===== src/rtl/ramp_adc_pkg.sv =====
package ramp_adc_pkg;
  // direction of the reference ramp during a half-period
  typedef enum logic {DIR_FALL = 1'b0, DIR_RISE = 1'b1} ramp_dir_e;
  // sampling flop plus two synchroniser flops
  localparam int SYNC_DEPTH  = 2;
  localparam int CAPTURE_LAT = SYNC_DEPTH + 1;
endpackage


===== src/rtl/rac_timebase.sv =====
module rac_timebase
  import ramp_adc_pkg::*;
#(
  parameter int NBITS = 7
) (
  input  logic             clk,
  input  logic             rst,
  output logic             ramp_p_o,
  output logic             ramp_n_o,
  output logic [NBITS-1:0] fcnt_o,
  output ramp_dir_e        fdir_o,
  output logic             fend_o
);
  localparam logic [NBITS-1:0] CMAX  = '1;
  localparam logic [NBITS-1:0] LAT_V = NBITS'(CAPTURE_LAT);

  logic [NBITS-1:0] hcnt_q, fcnt_q;
  logic             rp_q, rn_q, primed_q;
  ramp_dir_e        fph_q;

  // drive counter and registered pin pair
  always_ff @(posedge clk) begin
    if (rst) begin
      hcnt_q <= '0;
      rp_q   <= 1'b0;
      rn_q   <= 1'b1;
    end else begin
      hcnt_q <= hcnt_q + 1'b1;
      if (hcnt_q == CMAX) begin
        rp_q <= ~rp_q;
        rn_q <= ~rn_q;
      end
    end
  end

  // frame counter: trails the drive counter by the capture latency
  always_ff @(posedge clk) begin
    if (rst) begin
      fcnt_q   <= '0 - LAT_V;
      fph_q    <= DIR_RISE;
      primed_q <= 1'b0;
    end else begin
      fcnt_q <= fcnt_q + 1'b1;
      if (fcnt_q == CMAX) begin
        fph_q    <= (fph_q == DIR_RISE) ? DIR_FALL : DIR_RISE;
        primed_q <= 1'b1;
      end
    end
  end

  assign ramp_p_o = rp_q;
  assign ramp_n_o = rn_q;
  assign fcnt_o   = fcnt_q;
  assign fdir_o   = fph_q;
  assign fend_o   = primed_q && (fcnt_q == CMAX);

  p_pins_compl_r1: assert property (@(posedge clk) disable iff (rst) rp_q != rn_q)
    else $error("R1 pins not complementary");
  p_half_len_r1: assert property (@(posedge clk) disable iff (rst)
    (hcnt_q != CMAX) |=> $stable(rp_q))
    else $error("R1 pin moved mid half-period");
  p_frame_lag_r2: assert property (@(posedge clk) disable iff (rst)
    fcnt_q == hcnt_q - LAT_V)
    else $error("R2 frame counter misaligned");
  p_frame_dir_r3: assert property (@(posedge clk) disable iff (rst)
    (hcnt_q >= LAT_V) |-> ((fph_q == DIR_RISE) == rp_q))
    else $error("R3 frame direction disagrees with pins");
endmodule


===== src/rtl/rac_chan.sv =====
module rac_chan
  import ramp_adc_pkg::*;
#(
  parameter int NBITS = 7,
  parameter int DUAL  = 1,
  localparam int W    = NBITS + DUAL
) (
  input  logic             clk,
  input  logic             rst,
  input  logic             comp_i,
  input  logic [NBITS-1:0] fcnt_i,
  input  ramp_dir_e        fdir_i,
  output logic [W-1:0]     fin_code_o,
  output logic             fin_over_o
);
  localparam logic [NBITS-1:0] CMAX = '1;

  // sh[0] sampling flop, sh[1..2] synchroniser, sh[3] previous value
  logic [SYNC_DEPTH+1:0] sh_q;
  logic [W-1:0]          code_now, code_q;
  logic                  hit_q, rise, fall, qual;

  always_ff @(posedge clk) begin
    if (rst) sh_q <= '0;
    else     sh_q <= {sh_q[SYNC_DEPTH:0], comp_i};
  end

  generate
    if (DUAL != 0) begin : g_dual
      logic                  n0_q;
      logic [SYNC_DEPTH:0]   nsh_q;
      always_ff @(negedge clk) begin
        if (rst) n0_q <= 1'b0;
        else     n0_q <= comp_i;
      end
      always_ff @(posedge clk) begin
        if (rst) nsh_q <= '0;
        else     nsh_q <= {nsh_q[SYNC_DEPTH-1:0], n0_q};
      end
      // falling-edge sampler already held the new level -> early half
      assign code_now = {fcnt_i, nsh_q[SYNC_DEPTH] ^ sh_q[SYNC_DEPTH]};
    end else begin : g_single
      assign code_now = fcnt_i;
    end
  endgenerate

  assign rise = sh_q[SYNC_DEPTH] & ~sh_q[SYNC_DEPTH+1];
  assign fall = ~sh_q[SYNC_DEPTH] & sh_q[SYNC_DEPTH+1];
  assign qual = (fdir_i == DIR_RISE) ? rise : fall;

  always_ff @(posedge clk) begin
    if (rst) begin
      hit_q  <= 1'b0;
      code_q <= '0;
    end else if (fcnt_i == CMAX) begin
      hit_q <= 1'b0;
    end else if (qual && !hit_q) begin
      hit_q  <= 1'b1;
      code_q <= code_now;
    end
  end

  always_comb begin
    if (hit_q) begin
      fin_code_o = code_q;
      fin_over_o = 1'b0;
    end else if (qual) begin
      fin_code_o = code_now;
      fin_over_o = 1'b0;
    end else begin
      fin_code_o = '1;
      fin_over_o = 1'b1;
    end
  end

  p_first_only_r4: assert property (@(posedge clk) disable iff (rst)
    (hit_q && fcnt_i != CMAX) |=> (hit_q && $stable(code_q)))
    else $error("R4 captured code changed after first crossing");
endmodule


===== src/rtl/rac_drain.sv =====
module rac_drain
  import ramp_adc_pkg::*;
#(
  parameter int NCH = 4,
  parameter int W   = 8,
  localparam int CW = (NCH > 1) ? $clog2(NCH) : 1
) (
  input  logic             clk,
  input  logic             rst,
  input  logic             load_i,
  input  ramp_dir_e        dir_i,
  input  logic [NCH*W-1:0] codes_i,
  input  logic [NCH-1:0]   overs_i,
  output logic             valid_o,
  input  logic             ready_i,
  output logic [CW-1:0]    chan_o,
  output logic             dir_o,
  output logic             over_o,
  output logic [W-1:0]     code_o
);
  logic [NCH-1:0] pend_q, clr, remain;
  logic [W-1:0]   bcode_q [NCH];
  logic [NCH-1:0] bover_q;
  ramp_dir_e      bdir_q;
  logic [CW-1:0]  sel;
  logic           accept, take;

  always_comb begin
    sel = '0;
    for (int i = NCH - 1; i >= 0; i--)
      if (pend_q[i]) sel = CW'(i);
  end

  assign accept = valid_o && ready_i;
  assign clr    = accept ? (NCH'(1) << sel) : '0;
  assign remain = pend_q & ~clr;
  assign take   = load_i && (remain == '0);

  always_ff @(posedge clk) begin
    if (rst) begin
      pend_q  <= '0;
      bover_q <= '0;
      bdir_q  <= DIR_FALL;
      for (int i = 0; i < NCH; i++) bcode_q[i] <= '0;
    end else if (take) begin
      pend_q  <= '1;
      bover_q <= overs_i;
      bdir_q  <= dir_i;
      for (int i = 0; i < NCH; i++) bcode_q[i] <= codes_i[i*W +: W];
    end else begin
      pend_q <= remain;
    end
  end

  assign valid_o = |pend_q;
  assign chan_o  = sel;
  assign dir_o   = bdir_q;
  assign over_o  = bover_q[sel];
  assign code_o  = bcode_q[sel];

  p_hold_r8: assert property (@(posedge clk) disable iff (rst)
    (valid_o && !ready_i) |=> (valid_o && $stable(chan_o) && $stable(code_o)
                               && $stable(over_o) && $stable(dir_o)))
    else $error("R8 offered result changed while stalled");
  p_order_r7: assert property (@(posedge clk) disable iff (rst)
    (accept && remain != '0) |=> (chan_o > $past(chan_o)))
    else $error("R7 channel order broken");
  p_over_sat_r5: assert property (@(posedge clk) disable iff (rst)
    (valid_o && over_o) |-> (code_o == '1))
    else $error("R5 overrange without saturated code");
endmodule


===== src/rtl/ramp_adc_capture.sv =====
module ramp_adc_capture
  import ramp_adc_pkg::*;
#(
  parameter int NCH   = 4,
  parameter int NBITS = 7,
  parameter int DUAL  = 1,
  localparam int W    = NBITS + DUAL,
  localparam int CW   = (NCH > 1) ? $clog2(NCH) : 1
) (
  input  logic           clk,
  input  logic           rst,
  input  logic [NCH-1:0] comp_i,
  output logic           ramp_p_o,
  output logic           ramp_n_o,
  output logic           res_valid_o,
  input  logic           res_ready_i,
  output logic [CW-1:0]  res_chan_o,
  output logic           res_dir_o,
  output logic           res_over_o,
  output logic [W-1:0]   res_code_o
);
  logic [NBITS-1:0] fcnt;
  ramp_dir_e        fdir;
  logic             fend;
  logic [NCH*W-1:0] codes;
  logic [NCH-1:0]   overs;

  rac_timebase #(.NBITS(NBITS)) u_tb (
    .clk(clk), .rst(rst), .ramp_p_o(ramp_p_o), .ramp_n_o(ramp_n_o),
    .fcnt_o(fcnt), .fdir_o(fdir), .fend_o(fend)
  );

  generate
    for (genvar c = 0; c < NCH; c++) begin : g_ch
      rac_chan #(.NBITS(NBITS), .DUAL(DUAL)) u_ch (
        .clk(clk), .rst(rst), .comp_i(comp_i[c]), .fcnt_i(fcnt), .fdir_i(fdir),
        .fin_code_o(codes[c*W +: W]), .fin_over_o(overs[c])
      );
    end
  endgenerate

  rac_drain #(.NCH(NCH), .W(W)) u_dr (
    .clk(clk), .rst(rst), .load_i(fend), .dir_i(fdir), .codes_i(codes),
    .overs_i(overs), .valid_o(res_valid_o), .ready_i(res_ready_i),
    .chan_o(res_chan_o), .dir_o(res_dir_o), .over_o(res_over_o),
    .code_o(res_code_o)
  );
endmodule


===== config.mk =====
export PLATFORM = sky130hd
export DESIGN_NAME = ramp_adc_capture
export DESIGN_NICKNAME = d
export VERILOG_FILES = /design/src/rtl/ramp_adc_pkg.sv /design/src/rtl/rac_timebase.sv /design/src/rtl/rac_chan.sv /design/src/rtl/rac_drain.sv /design/src/rtl/ramp_adc_capture.sv
export SDC_FILE = /design/constraint.sdc
export NUM_CORES = 1
export LEC_CHECK = 0
export ABC_AREA = 0
export BUFFER_PORTS_ARGS = -buffer_cell sky130_fd_sc_hd__buf_4
export CORE_ASPECT_RATIO = 1.1
export CORE_MARGIN = 3
export CORE_UTILIZATION = 55
export CTS_BUF_LIST = sky130_fd_sc_hd__clkbuf_8
export DETAILED_ROUTE_END_ITERATION = 8
export GPL_TIMING_DRIVEN = 0
export PLACE_DENSITY = 0.73
export SYNTH_ARGS = -nofsm -noshare
export SYNTH_HDL_FRONTEND = slang
export SYNTH_SLANG_ARGS = --single-unit
export TNS_END_PERCENT = 5

===== constraint.sdc =====
create_clock -name clk -period 2.67 [get_ports clk]
set_clock_uncertainty 0.2 [all_clocks]
set_input_delay 0.4005 -clock clk [delete_from_list [all_inputs] [get_ports clk]]
set_output_delay 0.4005 -clock clk [all_outputs]
set_load 0.01 [all_outputs]

* Yosys cells after proc, flatten, opt, wreduce, memory -nomap -nowiden
Memory sizes are Yosys's and may differ from the RTL's.
Index checks and enable logic that the tools add are counted.
** Storage, ports and cells
- Register bits :: 95
- Input port bits :: 7
- Word-level logic and storage cells :: 121
- Bits in writable memories :: 32
- Memories kept :: 1
- Output and inout bits :: 15
** Cells by class
- Reduce and logical (&&, ||, !) cells :: 18
- Equal/unequal tests :: 2
- Order comparisons :: 1
- Bitwise logic cells :: 29
- Shifts and indexed selects :: 1
- Add/subtract/negate cells :: 2
- Multiplexer cells :: 38
** Memories
- u_dr.bcode_q :: depth 4, width 8, rd ports 1, clocked after Yosys merged registers in 0, write ports 4, line rac_drain.sv:22 : logic [W-1:0] bcode_q [NCH];
** Operators by type and width (number)
- 2-to-1 mux 8 bit :: 12
- 2-to-1 mux 1 bit :: 19
- adder 7 x 1 -> 7 bit, second input constant :: 2
- == test 7 bit, second input constant :: 2
- NOT 1 bit :: 11
- AND 1 bit :: 8
- 2-to-1 mux 2 bit :: 4
- 2-to-1 mux 4 bit :: 2
- AND reduction 2 bit :: 4
- logical AND 1 bit :: 7
- AND 4 bit :: 1
- zero test 1 bit :: 4
- zero test 4 bit :: 1
- NOT 4 bit :: 1
- bitwise OR 1 bit :: 4
- OR reduction 4 bit :: 1
- << shifter 1 x 2 -> 4 bit, first input constant :: 1
- bitwise XOR 1 bit :: 4
- less-than comparator 2 x 3 -> 1 bit, second input constant :: 1
- binary-select mux 1 bit (select 2 bit) :: 1
- OR reduction 2 bit :: 1

* Longest topological paths before layout
- Word-level depth :: 14
- Depth in mapped cells :: 8
- Gate-level depth less buffers :: 5

* Hierarchy
A second synthesis with hierarchy kept.
** Second synthesis, totals
- Cells, all modules :: 511
- Area total of the unflattened synthesis :: 5557.8 µm²
** Modules (own cells, without submodules)
- rac_chan :: instances 4, cells each 71, sequential area each 340.3 µm², area an instance 693.2 µm²
- rac_drain :: instances 1, cells each 154, sequential area each 1141.1 µm², area an instance 2079.5 µm²
- rac_timebase :: instances 1, cells each 73, sequential area each 360.3 µm², area an instance 705.7 µm²

==> flow_metrics.env <==
export IMPL_slowest_stage="dfxtp_1"
export IMPL_die_w_um=98.69
export IMPL_final_util_pct=65.24
export IMPL_seqPwrFrac_pct=52.1
export IMPL_multiInputGateArea_um2=2105
export IMPL_worst_slew_pin_slew_ns=0.6843
export IMPL_ys_types=50
export IMPL_drc=0
export IMPL_synth_ff_type="dfxtp_1"
export IMPL_cts_buffers=17
export IMPL_core_area_um2=9054
export IMPL_fin_crit_sh_pct=95.92
export IMPL_numPortBuffers=21
export IMPL_worstSetupStartpointType="register"
export IMPL_path_max_fanout=10
export IMPL_synth_area_um2=5197
export IMPL_design_area_um2=5907
export IMPL_final_cell_mix="93 x dfxtp_1, 49 x nor2b_1, 41 x nand2_1"
export IMPL_leakage_nw=2.238
export IMPL_place_congestion=0.8708
export IMPL_path_clk_slew_ns=0.08
export IMPL_setup_viol=0
export IMPL_drive_above_1_share_pct=16.28
export IMPL_avgSynthCellArea_um2=10.33
export IMPL_ys_warn_count=0
export IMPL_end_kind="output port"
export IMPL_min_period_ns=2.561
export IMPL_post_layout_nonfiller_instances=673
export IMPL_grt_busiest_layer="met2"
export IMPL_dr_total_vias=3817
export IMPL_hp_class="in -> reg"
export IMPL_clock_path_buffers=2
export IMPL_syn_num_nets=512
export IMPL_firstDrtPassIters=5
export IMPL_grt_pass1_wl_um=18270
export IMPL_cts_sinks=127
export IMPL_p_comb_share_pct=9.0
export IMPL_slew_violations=0
export IMPL_clock_power_share_pct=38.9
export IMPL_grt_overflow=0
export IMPL_cp_cell_sequence="clkbuf_1 -> a221oi_1 -> o31ai_1 -> buf_4"
export IMPL_nFillCells=750
export IMPL_die_y_um=108.0
export IMPL_seq_area_um2=2865
export IMPL_die_area_um2=10650
export IMPL_place_area_um2=5499
export IMPL_crit_start="u_dr.pend_q[2]"
export IMPL_place_hpwl_um=7896
export IMPL_grt_usage_pct=22.03
export IMPL_status="complete, no violations"
export IMPL_io_pins=22
export IMPL_ant_nets=0
export IMPL_worstSkewPairLatency_ns=0.44
export IMPL_p_per_area_nw_per_um2=685.0
export IMPL_relSlewSlack_pct=54.38
export IMPL_cp_num_buf_inv=2
export IMPL_ir_worst_vdd_v=0.0003889
export IMPL_grt_util_met2_pct=35.89
export IMPL_via_per_inst=5.672
export IMPL_fmax_mhz=390.5
export IMPL_ctsRootBufferMaster="clkbuf_8"
export IMPL_critPathRequiredTime_ns=2.07
export IMPL_syn_to_final_growth_pct=13.65
export IMPL_dp_cells=638
export IMPL_grt_pass1_vias=3690
export IMPL_antennaDiodeCount=0
export IMPL_grtUsageMet1_pct=29.15
export IMPL_fin_nets=555
export IMPL_std_cell_rows=36
export IMPL_synth_async_reset_ratio_pct=0
export IMPL_syn_inst=503
export IMPL_htree_num_levels=4
export IMPL_cpPeakStageDelay_ns=0.45
export IMPL_antenna_found_initial=0
export IMPL_path_class="reg -> out"
export IMPL_cts_tree="yes"
export IMPL_synth_edf_count=32
export IMPL_maxCapViolations=0
export IMPL_drt_iter0_drc=227
export IMPL_hold_ws_ns=0.02290
export IMPL_crit_family="buffers and inverters"
export IMPL_intPower_w=0.002956
export IMPL_switching_power_w=0.001090
export IMPL_worstHoldStart="comp_i[3]"
export IMPL_worst_endpoint_arrival_ns=1.96
export IMPL_ys_ff_latch=127
export IMPL_final_common_cell="dfxtp_1"
export IMPL_start_util_pct=57.41
export IMPL_r2r_start="u_tb.fcnt_o[1]"
export IMPL_grt_max_degree=33
export IMPL_wl_um=10850
export IMPL_ys_seq_area_share_pct=55.08
export IMPL_wl_per_cell_um=16.11
export IMPL_rsz0062_at_grt="true"
export IMPL_hold_viol=0
export IMPL_switching_share_pct=26.94
export IMPL_globalRouteMet3Util_pct=5.419
-- flip-flops by register name, summed over array words and instances (netlist names), 7 cells and up --
name / count
u_tb.fcnt_o: 7
g_ch.u_ch.sh_q: 16
u_dr.bcode_q: 32
g_ch.u_ch.code_q: 32
u_tb.hcnt_q: 7
g_ch.u_ch.g_dual.nsh_q: 12
-- cells by family (layout without fill, tap and decap cells) --
logic type      Yosys count  in the layout  share of synthesized area (%)
simple gates            192            192                          18.99
flops                   127            127                          55.08
compound gates           95             95                          14.90
buf+inv                  55            111                          4.670
xor+xnor                 16             16                          2.696
mux                      16             16                          3.178
fa+ha+maj                 2              2                         0.4814
-- Yosys cell counts, types with 4 or more instances --
| cell | count | share of area, % |
|---|---|---|
| a211oi_2 | 8 | 1.9 |
| nor2_1 | 33 | 2.4 |
| nor2b_1 | 49 | 5.9 |
| dfxtp_1 | 95 | 37 |
| mux2_2 | 4 | 0.87 |
| and3_1 | 4 | 0.48 |
| o31ai_1 | 8 | 1.2 |
| edfxtp_1 | 32 | 18 |
| mux2i_1 | 12 | 2.3 |
| inv_1 | 20 | 1.4 |
| nor3_1 | 38 | 3.7 |
| a21oi_1 | 15 | 1.4 |
| clkbuf_1 | 24 | 1.7 |
| a31oi_1 | 4 | 0.48 |
| xnor2_1 | 8 | 1.3 |
| a221oi_1 | 8 | 1.3 |
| xor2_1 | 8 | 1.3 |
| nand3_1 | 7 | 0.67 |
| nand2_1 | 42 | 3.0 |
| a2111oi_2 | 4 | 1.2 |
| a211oi_1 | 32 | 4.6 |
-- metal layers --
metal | up-vias | wire (µm)
met4 | 0 | 98
met5 | - | 0
met1 | 1826 | 4948
li1 | 1884 | -
met2 | 97 | 5260
met3 | 10 | 537
-- layout make-up --
cell class,instances,share of cell area (%)
Timing Repair Buffer,21,2.669
Tap cell,114,2.415
Sequential cell,127,48.51
Clock buffer,17,3.961
Multi-Input combinational cell,321,35.63
Clock inverter,19,2.711
Inverter,20,1.271
Buffer,34,2.838
-- repair_timing --
item	in CTS	in global routing
resized for setup	4	3
hold buffers	0	0
setup endpoints to repair	34	12
setup buffers	0	0
pin swaps	0	0
-- power by group through the flow --
stage | registers [W] | clock network, W | logic, W
2_1_floorplan | 0.00213 | 0.0000117 | 0.000260
3_3_place_gp | 0.00215 | 0.0000117 | 0.000351
3_5_place_dp | 0.00215 | 0.0000117 | 0.000360
4_1_cts | 0.00211 | 0.00160 | 0.000364
5_1_grt | 0.00212 | 0.00170 | 0.000405
6_report | 0.00211 | 0.00157 | 0.000364
-- worst register-to-register path, stage by stage, from the launching register on --
cell,delay (ns)
dfxtp_2,0.41
ha_1,0.20
and3_1,0.16
buf_4,0.14
and4_4,0.26
buf_8,0.15
o2111ai_4,0.24
buf_6,0.23
nor3_1,0.33
-- final timing paths --
kind,end,cells past startpoint,slack (ns)
setup / recovery,res_code_o[0],4,0.11
hold / removal,g_ch[3].u_ch.sh_q[0],2,0.02
setup reg to reg,u_dr.bcode_q[3][2],8,0.13
hold reg to reg,u_tb.hcnt_q[0],1,0.23
-- through the flow --
stage	total power [W]	setup TNS, ns	worst slack [ns]
finish	0.004046	0	0.1089
global route	0.004220	-0.2449	-0.06390
CTS	0.004072	0	0.05518
detailed placement	0.002522	-15.81	-0.4970
global placement	0.002510	-15.01	-0.4988
floorplan	0.002405	-0.8942	-0.02971
No activity file was read; power rests on OpenSTA's default activity.
